<file path="src/rtl/seqr_pkg.sv">
package seqr_pkg;

    typedef enum logic [2:0] {
        ST_IDLE    = 3'd0,
        ST_SYNC_LO = 3'd1,
        ST_RST_HI  = 3'd2,
        ST_RST_LO  = 3'd3,
        ST_DONE    = 3'd4
    } seq_state_t;

    localparam int unsigned NUM_PULSES = 3;
    localparam int unsigned IDX_W      = 2;

    function automatic int unsigned max2(input int unsigned a, input int unsigned b);
        return (a > b) ? a : b;
    endfunction

endpackage

</file>
<file path="src/rtl/seq_timer.sv">
module seq_timer #(
    parameter int unsigned CNT_W = 11
) (
    input  logic             clk,
    input  logic             rst_n,
    input  logic             load,
    input  logic [CNT_W-1:0] load_val,
    output logic             expired
);

    logic [CNT_W-1:0] count;

    always_ff @(posedge clk or negedge rst_n) begin
        if (!rst_n) begin
            count <= '0;
        end else if (load) begin
            count <= load_val;
        end else if (count != '0) begin
            count <= count - 1'b1;
        end
    end

    assign expired = (count == '0);

    // the counter parks at zero rather than wrapping
    AST_TMR_NO_WRAP: assert property (@(posedge clk) disable iff (!rst_n)
        (!load && count == '0) |=> (count == '0));

    AST_TMR_STEP: assert property (@(posedge clk) disable iff (!rst_n)
        (!load && count != '0) |=> (count == $past(count) - 1'b1));

endmodule

</file>
<file path="src/rtl/pulse_len_sel.sv">
module pulse_len_sel
    import seqr_pkg::*;
#(
    parameter int unsigned CNT_W  = 11,
    parameter int unsigned PULSE0 = 256,
    parameter int unsigned PULSE1 = 512,
    parameter int unsigned PULSE2 = 1024
) (
    input  logic [IDX_W-1:0] idx,
    output logic [CNT_W-1:0] len_m1
);

    always_comb begin
        unique case (idx)
            2'd0:    len_m1 = CNT_W'(PULSE0 - 1);
            2'd1:    len_m1 = CNT_W'(PULSE1 - 1);
            default: len_m1 = CNT_W'(PULSE2 - 1);
        endcase
    end

endmodule

</file>
<file path="src/rtl/cs_frame.sv">
module cs_frame #(
    parameter bit USE_CS = 1'b1
) (
    input  logic active,
    output logic cs_n
);

    generate
        if (USE_CS) begin : g_framed
            assign cs_n = ~active;
        end else begin : g_tied
            logic unused_active;
            assign unused_active = active;
            assign cs_n = 1'b0;
        end
    endgenerate

endmodule

</file>
<file path="src/rtl/adc_maint_seq.sv">
module adc_maint_seq
    import seqr_pkg::*;
#(
    parameter int unsigned SYNC_CYCLES = 1200,
    parameter int unsigned PULSE0      = 256,
    parameter int unsigned PULSE1      = 512,
    parameter int unsigned PULSE2      = 1024,
    parameter int unsigned GAP_CYCLES  = 4,
    parameter bit          USE_CS      = 1'b1
) (
    input  logic clk,
    input  logic rst_n,
    input  logic sync_req,
    input  logic reset_req,
    output logic busy,
    output logic done,
    output logic sync_n,
    output logic sclk_out,
    output logic sclk_own,
    output logic cs_n
);

    localparam int unsigned MAX_LEN =
        max2(max2(SYNC_CYCLES, GAP_CYCLES), max2(max2(PULSE0, PULSE1), PULSE2));
    localparam int unsigned CNT_W = $clog2(MAX_LEN + 1);
    localparam logic [IDX_W-1:0] LAST_IDX = IDX_W'(NUM_PULSES - 1);

    seq_state_t       state, state_nx;
    logic [IDX_W-1:0] idx, idx_nx;
    logic [IDX_W-1:0] sel_idx;
    logic [CNT_W-1:0] pulse_m1;
    logic             tmr_load;
    logic [CNT_W-1:0] tmr_val;
    logic             tmr_zero;
    logic             seq_active;

    seq_timer #(.CNT_W(CNT_W)) u_timer (
        .clk      (clk),
        .rst_n    (rst_n),
        .load     (tmr_load),
        .load_val (tmr_val),
        .expired  (tmr_zero)
    );

    pulse_len_sel #(
        .CNT_W (CNT_W),
        .PULSE0(PULSE0),
        .PULSE1(PULSE1),
        .PULSE2(PULSE2)
    ) u_len (
        .idx    (sel_idx),
        .len_m1 (pulse_m1)
    );

    // in idle the first pulse is selected, in a gap the one after it
    assign sel_idx = (state == ST_IDLE) ? '0 : idx + 1'b1;

    // state register
    always_ff @(posedge clk or negedge rst_n) begin
        if (!rst_n) begin
            state <= ST_IDLE;
            idx   <= '0;
        end else begin
            state <= state_nx;
            idx   <= idx_nx;
        end
    end

    // next state and timer loads
    always_comb begin
        state_nx = state;
        idx_nx   = idx;
        tmr_load = 1'b0;
        tmr_val  = '0;
        unique case (state)
            ST_IDLE: begin
                if (sync_req) begin
                    state_nx = ST_SYNC_LO;
                    tmr_load = 1'b1;
                    tmr_val  = CNT_W'(SYNC_CYCLES - 1);
                end else if (reset_req) begin
                    state_nx = ST_RST_HI;
                    idx_nx   = '0;
                    tmr_load = 1'b1;
                    tmr_val  = pulse_m1;
                end
            end
            ST_SYNC_LO: begin
                if (tmr_zero) state_nx = ST_DONE;
            end
            ST_RST_HI: begin
                if (tmr_zero) begin
                    state_nx = ST_RST_LO;
                    tmr_load = 1'b1;
                    tmr_val  = CNT_W'(GAP_CYCLES - 1);
                end
            end
            ST_RST_LO: begin
                if (tmr_zero) begin
                    if (idx == LAST_IDX) begin
                        state_nx = ST_DONE;
                    end else begin
                        state_nx = ST_RST_HI;
                        idx_nx   = idx + 1'b1;
                        tmr_load = 1'b1;
                        tmr_val  = pulse_m1;
                    end
                end
            end
            ST_DONE: begin
                state_nx = ST_IDLE;
            end
            default: begin
                state_nx = ST_IDLE;
            end
        endcase
    end

    // outputs decoded from the state
    always_comb begin
        busy       = 1'b1;
        done       = 1'b0;
        sync_n     = 1'b1;
        sclk_out   = 1'b0;
        seq_active = 1'b0;
        unique case (state)
            ST_IDLE:    busy = 1'b0;
            ST_SYNC_LO: begin sync_n = 1'b0; seq_active = 1'b1; end
            ST_RST_HI:  begin sclk_out = 1'b1; seq_active = 1'b1; end
            ST_RST_LO:  seq_active = 1'b1;
            ST_DONE:    done = 1'b1;
            default:    busy = 1'b0;
        endcase
        sclk_own = busy;
    end

    cs_frame #(.USE_CS(USE_CS)) u_cs (
        .active (seq_active),
        .cs_n   (cs_n)
    );

    AST_DONE_SINGLE: assert property (@(posedge clk) disable iff (!rst_n)
        done |=> !done);

    AST_DONE_RELEASE: assert property (@(posedge clk) disable iff (!rst_n)
        done |=> (!busy && !sclk_own));

    AST_RELOAD_ON_EXPIRY: assert property (@(posedge clk) disable iff (!rst_n)
        (tmr_load && state != ST_IDLE) |-> tmr_zero);

    AST_SYNC_HOLDS: assert property (@(posedge clk) disable iff (!rst_n)
        (state == ST_SYNC_LO && !tmr_zero) |=> (state == ST_SYNC_LO));

    AST_IDX_RANGE: assert property (@(posedge clk) disable iff (!rst_n)
        (idx <= LAST_IDX));

    AST_LAST_GAP_ENDS: assert property (@(posedge clk) disable iff (!rst_n)
        (state == ST_RST_LO && tmr_zero && idx == LAST_IDX) |=> done);

    AST_IDLE_SCLK_LOW: assert property (@(posedge clk) disable iff (!rst_n)
        !sclk_own |-> !sclk_out);

endmodule

</file>
<file path="config.mk">
export PLATFORM = sky130hd
export DESIGN_NAME = adc_maint_seq
export DESIGN_NICKNAME = d
export VERILOG_FILES = /design/src/rtl/seqr_pkg.sv /design/src/rtl/seq_timer.sv /design/src/rtl/pulse_len_sel.sv /design/src/rtl/cs_frame.sv /design/src/rtl/adc_maint_seq.sv
export SDC_FILE = /design/constraint.sdc
export NUM_CORES = 1
export LEC_CHECK = 0
export ABC_AREA = 1
export BUFFER_PORTS_ARGS = -buffer_cell sky130_fd_sc_hd__buf_2
export CAP_MARGIN = 20
export CORE_ASPECT_RATIO = 1.75
export CORE_MARGIN = 3
export CORE_UTILIZATION = 60
export CTS_CLUSTER_DIAMETER = 200
export DETAILED_ROUTE_END_ITERATION = 16
export PLACE_DENSITY = 0.76
export SYNTH_ARGS = -nofsm -noshare
export SYNTH_HDL_FRONTEND = slang
export SYNTH_HIERARCHICAL = 1
export SYNTH_SLANG_ARGS = --single-unit
</file>
<file path="constraint.sdc">
create_clock -name clk -period 7.65 [get_ports clk]
set_input_delay 0.3825 -clock clk [delete_from_list [all_inputs] [get_ports clk]]
set_output_delay 0.3825 -clock clk [all_outputs]
set_load 0.01 [all_outputs]
</file>
Word level (Yosys, flattened, before mapping)
Index checks and enable logic that the tools add are counted.

operators by class
  reduce and logical (&&, ||, !) cells = 10
  equality and inequality tests = 13
  mux-type cells = 33
  bitwise logic cells = 1
  add/sub/neg operators = 2

operators with widths
  kind                                                  count
  two-way mux 11 bit                                    6
  one-hot mux 11 bit (3 select lines)                   1
  one-hot mux 10 bit (2 select lines)                   1
  two-way mux 3 bit                                     6
  two-way mux 2 bit                                     6
  inequality test 2 bit (second input constant)         6
  one-hot mux 3 bit (4 select lines)                    1
  logical NOT 11 bit                                    1
  nonzero test 11 bit                                   1
  subtractor 11 x 1 -> 11 bit (second input constant)   1
  two-way mux 1 bit                                     10
  equality test 3 x 2 -> 1 bit (second input constant)  2
  AND reduction 5 bit                                   1
  one-hot mux 2 bit (2 select lines)                    1
  AND reduction 4 bit                                   1
  nonzero test 2 bit                                    2
  OR reduction 4 bit                                    1
  equality test 3 x 1 -> 1 bit (second input constant)  1
  equality test 3 bit (second input constant)           1
  logical NOT 3 bit                                     1
  inequality test 3 bit (second input constant)         1
  one-hot mux 1 bit (3 select lines)                    1
  OR reduction 3 bit                                    1
  adder 2 x 1 -> 2 bit (second input constant)          1
  other kinds (4)                                       4

storage, ports and cells
  output and inout port bits = 6
  input port bits = 4
  logic and storage cells = 62
  flip-flop bits (word level) = 16

Depth between registers and ports, before layout
  depth after elaboration = 8
  depth in mapped cells = 15
  mapped depth without buffers = 14

Cells and area by module
The synthesis kept the hierarchy.

by module, submodules not included
  module         area an instance (µm²)  cells each  instances  sequential area each (µm²)
  seq_timer      754.5                   109         1          275.3
  adc_maint_seq  550.5                   83          1          125.1
  pulse_len_sel  90.1                    15          1          0.0
  cs_frame       3.8                     1           1          0.0

Worst setup path before layout
OpenSTA, ideal clock, no wires.

  kind = reg2reg
  from = register u_timer.count[0]
  to = register u_timer.count[8]
  stages on the path, launching flop included = 16
  clock period less this slack = 2,406 ps
  arrival = 2,338 ps
  path slack = 5,244 ps
  cell sequence = dfrtp_1 -> inv_1 -> ha_1 -> inv_1 -> nor2_2 -> nand3_1 -> nor4_1 -> inv_1 -> o21ai_1 -> inv_2 -> buf_2 -> nand2_1 -> nand2_1 -> o21ai_2 -> inv_2 -> nor2_2

on the way
  cells in the longest elaborated chain, start to end = 4

RTL lines
  what                                                             RTL line                                  source
  start: declaration                                               seq_timer.sv:11                           logic [CNT_W-1:0] count;
  start signal: assignment                                         seq_timer.sv:17                           count <= load_val;
  start signal: assignment                                         seq_timer.sv:19                           count <= count - 1'b1;
  logical NOT 11 bit (*)                                           seq_timer.sv:23                           assign expired = (count == '0);
  net tmr_zero                                                     adc_maint_seq.sv:34                       logic tmr_zero;
  two-way mux 1 bit, on equally long branches                      adc_maint_seq.sv:99, adc_maint_seq.sv:92
  one-hot mux 1 bit (3 select lines) (*)                           adc_maint_seq.sv:75                       unique case (state)
  net tmr_load                                                     adc_maint_seq.sv:32                       logic tmr_load;
  two-way mux 11 bit / nonzero test 2 bit (equally long branches)  n/a

Mark *: on every way through the listed nets, which the timed path passes. The rest lies on a longest branch. The select of a mux whose other input is x is not followed.
A chain may end at the register's enable or synchronous reset.

Worst setup path after layout
  from = register u_timer.count[0]
  to = register u_timer.count[7]

Same word-level chain as after synthesis.

==> results.md <==
- CP startpoint: u_timer/count[0]
- Reg2Reg Launch Point: u_timer/count[0]
- Synth-to-layout area growth: 2.68%
- Clk pin slew, worst setup/hold paths: approximately 0.1 ns
- Total Routing Usage GR: 20.0%
- Nets@finish: 222
- Least-Margin Pin Slew: roughly 0.85 ns
- TritonCTS Buffers: 3
- Post-synthesis area per instance: slightly below 7 sq um
- Router iterations before antenna repair: 5
- Final min period: 3.29 ns
- Chip Width: 42.5 microns
- Num ports: 10
- Die H: 69.9 microns
- Post-synth ARST share: 100%
- Core area: 2150 sq um
- Status: finished, violations left
- Max cap viols: 0
- Seq/Total Area, Yosys: 28.6%
- Initial antenna violation count: 0
- Pre-CTS setup slack: 4.37 ns
- Maximum root-to-sink buffer count: 2
- H-tree Lvls: 1
- Leak Pwr: 0.000799 uW
- Root buffer cell: clkbuf_4
- Main flop type after synthesis: dfrtp_1
- Hold Buf Count CTS: 0
- Die area: 2970 sq um
- Post-CTS setup buffer count: 0
- Max Fclk: 304 MHz
- Worst hold path type: in -> async
- Post-Syn Instances: 208
- Post-DR wirelength/cell: 11.1 microns
- Fill cells: 189
- Slew HR: 42.6%
- Crit path DAT: 3.48 ns
- Final hold violations: 4
- Number of synthesized flops with an enable pin: 0
- Most common cell in the netlist: nand2_1
- Layout cells sized above 1: 23.4%
- Slew Limit Fails: 0
- Post-route cell area: 1440 sq um
- HPWL after DPL: 2180 microns
- Total Wirelength: 2650 microns
- Register Area: roughly 400 sq um
- Number of DRC markers in iteration 0: between 70 and 80
- Commonest cells post-synth: nand2_1 (48), inv_1 (25), nor2_1 (18)
- Clock skew: 0.00295 ns
- Vias: 1207
- Peak VDD IR: ~0.24 mV
- Largest net degree at the start of global routing: 17
- P per Cell Area: 424 nW/um^2
- Warnings, synthesis: 6
- Detailed-route DRC error count: 0
- First-pass GRT wire length: 4680 microns
- Placed Area: 1400 sq um
- Hold_ws: -0.00250 ns
- Multi-input gate area: 800 sq um
- Leading area contributor after synthesis: dfrtp_1
- Crit Path Class: reg -> reg
- Seq cells post-synth: 16
- Crit Path Max Fanout: 13
- Unrepaired setup endpoints after global routing: false
- Vias in the first global route: 1180
- DP Cell Count: 234
- CTS tree: yes
- Initial Utilization: 65.2%
- WP data required: 7.83 ns
- CTS Sinks: 16
- Yosys cell types: 31
- Final Wtd Congestion: roughly 0.81
- Fin util: 66.9%
- Final Cycle Share: a little over two fifths
- Clock Latency Late Sink: around 0.28 ns
- Number of antenna cells inserted: 0
- Gr ovfl total: 0
- Startpoint Class: flop
- # setup viols final: 0
- Worst Setup End Kind: flop
- Vias per cell: between 5 and 6
- Failing checks: hold timing
- Synth top area cells: dfrtp_1 (29%), nand2_1 (13%), inv_1 (6.7%)
- Synth top area share: 28.6%
- Port bufs: 9
- Rows: 22
- Setup TNS: 0 ns
- Worst setup margin: 4.36 ns
- Post-Layout Cell Count: 238
- Routed Antenna Nets: 0
- Post-CTS resize count: 0
- Mapped Area: 1400 sq um
-- layout make-up --
type	count	share of cell area [%]
Sequential cell	16	27.9
Inverter	33	8.71
Multi-Input combinational cell	152	55.7
Clock buffer	4	2.53
Tap cell	24	2.09
Timing Repair Buffer	9	3.14
-- routing by layer --
layer / share of wire, % / global-route usage (%) / wire length (microns)
met1: 38 / 20.5 / 1020
met4: 0.87 / 7.61 / 23
met5: 0 / 0 / 0
met2: 57 / 38.9 / 1510
met3: 3.7 / 2.32 / 99
-- cell families after synthesis --
kind of cell	synth area share [%]
and+or+nand+nor	41.2
buffers and inverters	16.1
AOI/OAI and AO/OA	10.8
DFF	28.6
adders and majority gates	2.68
other	0.537
-- registers in the layout, summed over array words and instances, names as in the netlist --
name / flops
u_timer/count: 11
idx: 2
state: 3
-- critical path: stages, from the launching register on --
cell and delay [ns]:
dfrtp_1 0.39, inv_1 0.12, ha_1 0.24, inv_1 0.07
nor2_2 0.13, nand3_1 0.11, nor4_1 0.67, inv_1 0.15
o21ai_1 0.62, inv_2 0.25, or2_2 0.34, nand2_1 0.07
nor2_1 0.04
-- stage by stage --
stage	hold slack, ns	power (uW)
final	-0.00250	609
after global routing	0.00798	681
after CTS	0.00928	614
after detailed placement	0.329	555
after global placement	0.308	545
after floorplan	0.0869	488
-- power breakdown --
group          switching (uW)  leakage, uW  internal [uW]
sequential               42.7     0.000203            123
combinational             247     0.000575            140
clock                    26.5    0.0000210           28.9
-- cell usage in the layout, fill, tap and decap left out, types with 3 or more instances in the layout --
cell,Yosys,routed
ha_1,3,3
o21ai_0,7,7
dfrtp_1,16,16
inv_1,25,25
a21oi_1,3,3
nor3_1,3,3
nor2_1,18,18
clkbuf_4,0,3
or2_2,3,3
o21a_1,5,5
nand2_2,4,4
nor2_2,12,12
o21ai_1,8,8
nand2_1,48,48
buf_2,2,9
nand3_2,4,4
nor2_4,3,3
nand3_1,14,14
inv_2,7,7
conb_1,2,9
-- final timing paths --
| check | endpoint | slack (ns) | cells past startpoint |
|---|---|---|---|
| worst max-delay path | u_timer/count[7] | 4.36 | 12 |
| worst min-delay path | idx[1] | -0.003 | 1 |
| min in group clk | idx[1] | 0.44 | 4 |
| worst max register to register | u_timer/count[7] | 4.36 | 12 |
| max in group asynchronous | state[0] | 7.38 | 1 |
| worst min register to register | idx[1] | 0.57 | 2 |
(Power assumes the default switching activity.)
